==> config.mk <==
export PLATFORM = sky130hd
export DESIGN_NAME = ctl_ep_coherency
export DESIGN_NICKNAME = d
export VERILOG_FILES = /design/src/rtl/ctl_ep_pkg.sv /design/src/rtl/ctl_ep_rstsync.sv /design/src/rtl/ctl_ep_regif.sv /design/src/rtl/ctl_ep_setup.sv /design/src/rtl/ctl_ep_prime.sv /design/src/rtl/ctl_ep_coherency.sv
export SDC_FILE = /design/constraint.sdc
export NUM_CORES = 1
export LEC_CHECK = 0
export CAP_MARGIN = 0
export CORE_MARGIN = 1
export CORE_UTILIZATION = 47
export DETAILED_ROUTE_END_ITERATION = 8
export PLACE_DENSITY = 0.75
export SLEW_MARGIN = 20
export SYNTH_ARGS = -nofsm -noshare
export SYNTH_HDL_FRONTEND = slang
export SYNTH_SLANG_ARGS = --single-unit
==> constraint.sdc <==
create_clock -name clk -period 1.4 [get_ports clk]
set_input_delay 0.28 -clock clk [delete_from_list [all_inputs] [get_ports clk]]
set_output_delay 0.28 -clock clk [all_outputs]
set_load 0.05 [all_outputs]
==> src/rtl/ctl_ep_pkg.sv <==
package ctl_ep_pkg;
  localparam int unsigned ADDR_W = 3;
  localparam logic [ADDR_W-1:0] A_CMD   = 3'd0;
  localparam logic [ADDR_W-1:0] A_SETUP = 3'd1;
  localparam logic [ADDR_W-1:0] A_PRIME = 3'd2;
  localparam logic [ADDR_W-1:0] A_READY = 3'd3;
  localparam logic [ADDR_W-1:0] A_FLUSH = 3'd4;
endpackage

==> src/rtl/ctl_ep_rstsync.sv <==
module ctl_ep_rstsync (
  input  logic clk,
  input  logic rst_n,
  output logic rst_q_n
);
  logic [1:0] sync_q;

  always_ff @(posedge clk or negedge rst_n) begin
    if (!rst_n) sync_q <= 2'b00;
    else        sync_q <= {sync_q[0], 1'b1};
  end

  assign rst_q_n = sync_q[1];
endmodule

==> src/rtl/ctl_ep_regif.sv <==
module ctl_ep_regif
  import ctl_ep_pkg::*;
#(
  parameter int unsigned NUM_EP = 4
) (
  input  logic              reg_wr,
  input  logic [ADDR_W-1:0] reg_addr,
  input  logic [NUM_EP-1:0] reg_wdata,
  output logic [NUM_EP-1:0] reg_rdata,
  input  logic              trip_q,
  input  logic [NUM_EP-1:0] stat_q,
  input  logic [NUM_EP-1:0] prime_q,
  input  logic [NUM_EP-1:0] ready_q,
  output logic              cmd_wr,
  output logic              cmd_bit,
  output logic [NUM_EP-1:0] clr_mask,
  output logic [NUM_EP-1:0] prime_set,
  output logic [NUM_EP-1:0] flush_mask
);
  // Write decode: each strobe carries its write data as a mask.
  always_comb begin
    cmd_wr     = reg_wr && (reg_addr == A_CMD);
    cmd_bit    = reg_wdata[0];
    clr_mask   = (reg_wr && (reg_addr == A_SETUP)) ? reg_wdata : '0;
    prime_set  = (reg_wr && (reg_addr == A_PRIME)) ? reg_wdata : '0;
    flush_mask = (reg_wr && (reg_addr == A_FLUSH)) ? reg_wdata : '0;
  end

  // Read mux.
  always_comb begin
    reg_rdata = '0;
    case (reg_addr)
      A_CMD:   reg_rdata[0] = trip_q;
      A_SETUP: reg_rdata    = stat_q;
      A_PRIME: reg_rdata    = prime_q;
      A_READY: reg_rdata    = ready_q;
      default: reg_rdata    = '0;
    endcase
  end
endmodule

==> src/rtl/ctl_ep_setup.sv <==
module ctl_ep_setup #(
  parameter int unsigned NUM_EP    = 4,
  parameter int unsigned CLR_DELAY = 3
) (
  input  logic              clk,
  input  logic              rst_q_n,
  input  logic [NUM_EP-1:0] setup_rx,
  input  logic [NUM_EP-1:0] clr_mask,
  input  logic              cmd_wr,
  input  logic              cmd_bit,
  output logic [NUM_EP-1:0] stat_q,
  output logic              trip_q
);
  localparam int unsigned STAGES = (CLR_DELAY < 1) ? 1 : CLR_DELAY;

  logic [STAGES-1:0][NUM_EP-1:0] pend_q;
  logic [STAGES-1:0][NUM_EP-1:0] pend_d;
  logic [NUM_EP-1:0] apply;
  logic [NUM_EP-1:0] stat_d;
  logic              stat_en;
  logic              any_setup;
  logic              trip_d;
  logic              trip_en;

  // Pending-clear pipeline. A setup on an endpoint drops its pending clear.
  generate
    for (genvar s = 0; s < STAGES; s++) begin : g_stage
      if (s == 0) begin : g_head
        assign pend_d[s] = clr_mask & ~setup_rx;
      end else begin : g_body
        assign pend_d[s] = pend_q[s-1] & ~setup_rx;
      end
    end
  endgenerate

  assign apply     = pend_q[STAGES-1];
  assign any_setup = |setup_rx;

  always_comb begin
    stat_d  = (stat_q & ~apply) | setup_rx;
    stat_en = any_setup || (|apply);
    trip_d  = any_setup ? 1'b0 : cmd_bit;
    trip_en = any_setup || cmd_wr;
  end

  always_ff @(posedge clk or negedge rst_q_n) begin
    if (!rst_q_n) pend_q <= '0;
    else          pend_q <= pend_d;
  end

  always_ff @(posedge clk or negedge rst_q_n) begin
    if (!rst_q_n)     stat_q <= '0;
    else if (stat_en) stat_q <= stat_d;
  end

  always_ff @(posedge clk or negedge rst_q_n) begin
    if (!rst_q_n)     trip_q <= 1'b0;
    else if (trip_en) trip_q <= trip_d;
  end
endmodule

==> src/rtl/ctl_ep_prime.sv <==
module ctl_ep_prime #(
  parameter int unsigned NUM_EP = 4
) (
  input  logic              clk,
  input  logic              rst_q_n,
  input  logic [NUM_EP-1:0] prime_set,
  input  logic [NUM_EP-1:0] flush_mask,
  input  logic [NUM_EP-1:0] setup_rx,
  input  logic [NUM_EP-1:0] prime_ack,
  input  logic [NUM_EP-1:0] prime_nak,
  input  logic [NUM_EP-1:0] xfer_done,
  output logic [NUM_EP-1:0] prime_q,
  output logic [NUM_EP-1:0] ready_q
);
  generate
    for (genvar i = 0; i < NUM_EP; i++) begin : g_ep
      logic retire;
      logic kill;
      logic prime_d;
      logic prime_en;
      logic ready_d;
      logic ready_en;

      always_comb begin
        retire   = prime_ack[i] | prime_nak[i] | setup_rx[i];
        kill     = setup_rx[i] | flush_mask[i] | xfer_done[i];
        prime_d  = prime_set[i] & ~retire;
        prime_en = prime_set[i] | retire;
        ready_d  = prime_ack[i] & ~kill;
        ready_en = prime_ack[i] | kill;
      end

      always_ff @(posedge clk or negedge rst_q_n) begin
        if (!rst_q_n)      prime_q[i] <= 1'b0;
        else if (prime_en) prime_q[i] <= prime_d;
      end

      always_ff @(posedge clk or negedge rst_q_n) begin
        if (!rst_q_n)      ready_q[i] <= 1'b0;
        else if (ready_en) ready_q[i] <= ready_d;
      end
    end
  endgenerate
endmodule

==> src/rtl/ctl_ep_coherency.sv <==
module ctl_ep_coherency
  import ctl_ep_pkg::*;
#(
  parameter int unsigned NUM_EP    = 4,
  parameter int unsigned CLR_DELAY = 3
) (
  input  logic              clk,
  input  logic              rst_n,
  input  logic              reg_wr,
  input  logic [ADDR_W-1:0] reg_addr,
  input  logic [NUM_EP-1:0] reg_wdata,
  output logic [NUM_EP-1:0] reg_rdata,
  input  logic [NUM_EP-1:0] setup_rx,
  input  logic [NUM_EP-1:0] prime_ack,
  input  logic [NUM_EP-1:0] prime_nak,
  input  logic [NUM_EP-1:0] xfer_done
);
  logic              rst_q_n;
  logic              trip_q;
  logic [NUM_EP-1:0] stat_q;
  logic [NUM_EP-1:0] prime_q;
  logic [NUM_EP-1:0] ready_q;
  logic              cmd_wr;
  logic              cmd_bit;
  logic [NUM_EP-1:0] clr_mask;
  logic [NUM_EP-1:0] prime_set;
  logic [NUM_EP-1:0] flush_mask;

  ctl_ep_rstsync u_rst (
    .clk     (clk),
    .rst_n   (rst_n),
    .rst_q_n (rst_q_n)
  );

  ctl_ep_regif #(.NUM_EP(NUM_EP)) u_regif (
    .reg_wr     (reg_wr),
    .reg_addr   (reg_addr),
    .reg_wdata  (reg_wdata),
    .reg_rdata  (reg_rdata),
    .trip_q     (trip_q),
    .stat_q     (stat_q),
    .prime_q    (prime_q),
    .ready_q    (ready_q),
    .cmd_wr     (cmd_wr),
    .cmd_bit    (cmd_bit),
    .clr_mask   (clr_mask),
    .prime_set  (prime_set),
    .flush_mask (flush_mask)
  );

  ctl_ep_setup #(.NUM_EP(NUM_EP), .CLR_DELAY(CLR_DELAY)) u_setup (
    .clk      (clk),
    .rst_q_n  (rst_q_n),
    .setup_rx (setup_rx),
    .clr_mask (clr_mask),
    .cmd_wr   (cmd_wr),
    .cmd_bit  (cmd_bit),
    .stat_q   (stat_q),
    .trip_q   (trip_q)
  );

  ctl_ep_prime #(.NUM_EP(NUM_EP)) u_prime (
    .clk        (clk),
    .rst_q_n    (rst_q_n),
    .prime_set  (prime_set),
    .flush_mask (flush_mask),
    .setup_rx   (setup_rx),
    .prime_ack  (prime_ack),
    .prime_nak  (prime_nak),
    .xfer_done  (xfer_done),
    .prime_q    (prime_q),
    .ready_q    (ready_q)
  );
endmodule

==> results.sh, run 1 <==
export IMPL_total_power_mw=1.37
export IMPL_syn_inst=86
export IMPL_avgSynthCellArea_um2=13.1
export IMPL_min_period_ps=1750
export IMPL_die_x_um=51
export IMPL_cp_arrival_ps=1470
export IMPL_cp_top_family="multiplexers"
export IMPL_fin_crit_sh=1.25
export IMPL_overflow=0
export IMPL_cts_sinks=27
export IMPL_wirelength_um=2310
export IMPL_rows=17
export IMPL_die_area_mm2=0.00260
export IMPL_synth_fa_ha_area_frac=0
export IMPL_setup_viol=4
export IMPL_path_max_fanout=2
export IMPL_grt_pass1_vias=909
export IMPL_clkTransAtPathRegs_ps=140
export IMPL_synth_edf_count=0
export IMPL_coreArea_mm2=0.00223
export IMPL_crit_type="reg -> out"
export IMPL_yosysWarnings=0
export IMPL_slew_viol_final=0
export IMPL_clkPwrFrac=0.242
export IMPL_crit_required_ps=1120
export IMPL_areaGrowthSynthToFinish_pct=46.6
export IMPL_slowest_stage="mux4_2"
export IMPL_synth_top_cell_area_share=0.599
export IMPL_timing_fmax_mhz=573
export IMPL_switching_share=0.244
export IMPL_synth_distinct_cells=22
export IMPL_diodes=0
export IMPL_fin_ws_ps=-346
export IMPL_dp_hpwl_um=1750
export IMPL_seqPwrFrac=0.580
export IMPL_synth_top_family_by_area="simple AND/OR/NAND/NOR gates"
export IMPL_ant_nets=0
export IMPL_drv_cap=0
export IMPL_post_route_drc_count=0
export IMPL_via_per_inst=5.15
export IMPL_p_switching_uw=335
export IMPL_clock_path_buffers=2
export IMPL_die_h_um=51
export IMPL_dr_pass1_iters=4
export IMPL_synth_mux_area_frac=0.0588
export IMPL_power_leakage_nw=0.702
export IMPL_p_per_area_mw_per_mm2=830
export IMPL_nets=162
export IMPL_cp_start_kind="register"
export IMPL_synth_seq_area_share=0.599
export IMPL_ys_seq_elements=27
export IMPL_port_buffers=29
export IMPL_synth_xor_area_frac=0
export IMPL_start_util=0.505
export IMPL_vias=839
export IMPL_violations="setup timing"
export IMPL_rsz0062_at_grt="yes"
export IMPL_htreeDepth=1
export IMPL_insertion_delay_ps=320
export IMPL_path_cells="mux4_2, nor2b_4, buf_6"
export IMPL_synth_area_leaders="dfrtp_1 (60%), nor2b_1 (5.5%), nor4_2 (4.4%)"
export IMPL_placed_area_mm2=0.00155
export IMPL_antenna_found_initial=0
export IMPL_outcome="finished, violations left"
export IMPL_groute_usage_overall=0.209
export IMPL_globalplace_congestion=0.747
export IMPL_hold_violations=0
export IMPL_hp_class="in -> async"
export IMPL_p_comb_frac=0.179
export IMPL_grt_max_degree=26
export IMPL_postCtsHoldBufs=0
export IMPL_fin_area_mm2=0.00165
export IMPL_ir_drop_v=0.000762
export IMPL_yosys_area_share_simple=0.206
export IMPL_async_flop_share=1.00
export IMPL_cts_made_buffers=3
export IMPL_synthTopCellsByCount="dfrtp_1 (27), nor2b_1 (10), nor2_1 (8)"
export IMPL_grt_first_pass_wirelength_um=3920
export IMPL_synth_area_mm2=0.00113
export IMPL_synth_top_area_cell="dfrtp_1"
export IMPL_cp_buffers_inverters=1
export IMPL_first_iter_violations=4
export IMPL_drive_above_1_share=0.319
export IMPL_wl_per_cell_um=14.2
export IMPL_tritoncts="built"
export IMPL_synth_compound_area_share=0.0998
export IMPL_nFillCells=162
export IMPL_slowest_delay_ps=450
export IMPL_synthFlopType="dfrtp_1"
export IMPL_io_pins=30
export IMPL_syn_num_nets=112
export IMPL_critPathCaptureType="output port"
export IMPL_fin_skew_ps=3.05
export IMPL_cts_root_buf="clkbuf_4"
export IMPL_internal_power_mw=1.04
export IMPL_yosysMostFrequentCell="dfrtp_1"
[cell type report]
type                       instances  area [µm²]  area share
sequential                        27         676       0.408
multi-input combinational         53         470       0.284
timing repair buffer              47         432       0.261
tap                               28        35.0      0.0212
clock buffer                       4        26.3      0.0159
inverter                           4        15.0     0.00908
[flip-flops by register name, indices dropped and copies added (netlist names)]
signal	cells
u_prime.prime_q	4
u_prime.ready_q	4
u_rst.sync_q	2
u_setup.apply	4
u_setup.pend_q	8
u_setup.stat_q	4
u_setup.trip_q	1
[final timing paths]
| kind | slack [ps] | depth (start not counted) | end | from |
|---|---|---|---|---|
| setup / recovery | -350 | 3 | reg_rdata[0] | u_prime.prime_q[0]$_DFFE_PN0P_ |
| min in group clk | 370 | 0 | u_rst.sync_q[1]$_DFF_PN0_ | u_rst.sync_q[0]$_DFF_PN0_ |
| hold / removal | 90 | 1 | u_rst.sync_q[0]$_DFF_PN0_ | rst_n |
| hold reg to reg | 240 | 1 | u_setup.pend_q[3]$_DFF_PN0_ | u_rst.sync_q[1]$_DFF_PN0_ |
| setup reg to reg | 340 | 4 | u_prime.ready_q[0]$_DFFE_PN0P_ | u_prime.ready_q[0]$_DFFE_PN0P_ |
| max in group asynchronous | 920 | 1 | u_setup.pend_q[1]$_DFF_PN0_ | u_rst.sync_q[1]$_DFF_PN0_ |
[kinds of logic (layout without fill, tap and decap cells)]
logic type             count (synthesis)  after routing
AOI/OAI and AO/OA                     15             15
and+or+nand+nor                       32             32
DFF                                   27             27
other                                  1              1
muxes                                  5              5
buffers and inverters                  6             55
[per-stage QoR]
stage / setup TNS [ps] / util / hold slack [ps] / instances / setup slack (ps)
after floorplan: -48.3 / - / -15.6 / 86 / -48.3
after CTS: -1180 / 0.737 / 93.9 / 162 / -356
final: -1100 / 0.741 / 92.9 / 163 / -346
after global placement: -5360 / 0.696 / 227 / 156 / -620
after global routing: -1350 / 0.741 / 77.6 / 163 / -398
after detailed placement: -5690 / 0.696 / 235 / 156 / -629
[placed cells by master, fill, tap and decap left out, drive strengths merged, types with 2 or more instances in the layout]
cell,n
a2111oi,4
nor2b,10
a21oi,4
inv,4
a21o,4
dlygate4sd2,2
nor2,8
buf,22
a22oi,3
dfrtp,27
mux2,3
clkbuf,4
nor4,4
clkdlybuf4s50,23
nor3b,4
[power by group through the flow]
stage / clock network [mW] / registers (mW) / logic, mW
3_3_place_gp: 0 / 0.810 / 0.220
6_report: 0.332 / 0.796 / 0.245
5_1_grt: 0.378 / 0.797 / 0.263
3_5_place_dp: 0 / 0.810 / 0.225
2_1_floorplan: 0 / 0.819 / 0.0764
4_1_cts: 0.341 / 0.796 / 0.245
[routing by layer]
layer  track usage  vias to the layer above  share of wire
li1              -                      404              -
met1         0.242                      412           0.44
met2         0.368                       19           0.51
met3        0.0387                        4          0.032
met4        0.0972                        0          0.013
met5             0                        -              0
[repair_timing]
item                       4_1_cts  5_1_grt
gates cloned                     0        0
pin swaps                        3        2
buffers inserted                 2        1
setup endpoints to repair        4        4
gates resized for setup         15        0
Power figures use the tool's default switching activity.
==> run 2, diff against run 1 <==
--- a/config.mk
+++ b/config.mk
@@ -8,6 +8,7 @@
 export CAP_MARGIN = 0
 export CORE_MARGIN = 1
 export CORE_UTILIZATION = 47
+export CTS_CLUSTER_DIAMETER = 100
 export DETAILED_ROUTE_END_ITERATION = 8
 export PLACE_DENSITY = 0.75
 export SLEW_MARGIN = 20
==> results of run 2 <==
Same layout as run 1: the final DEF is identical, and so are final timing and power.
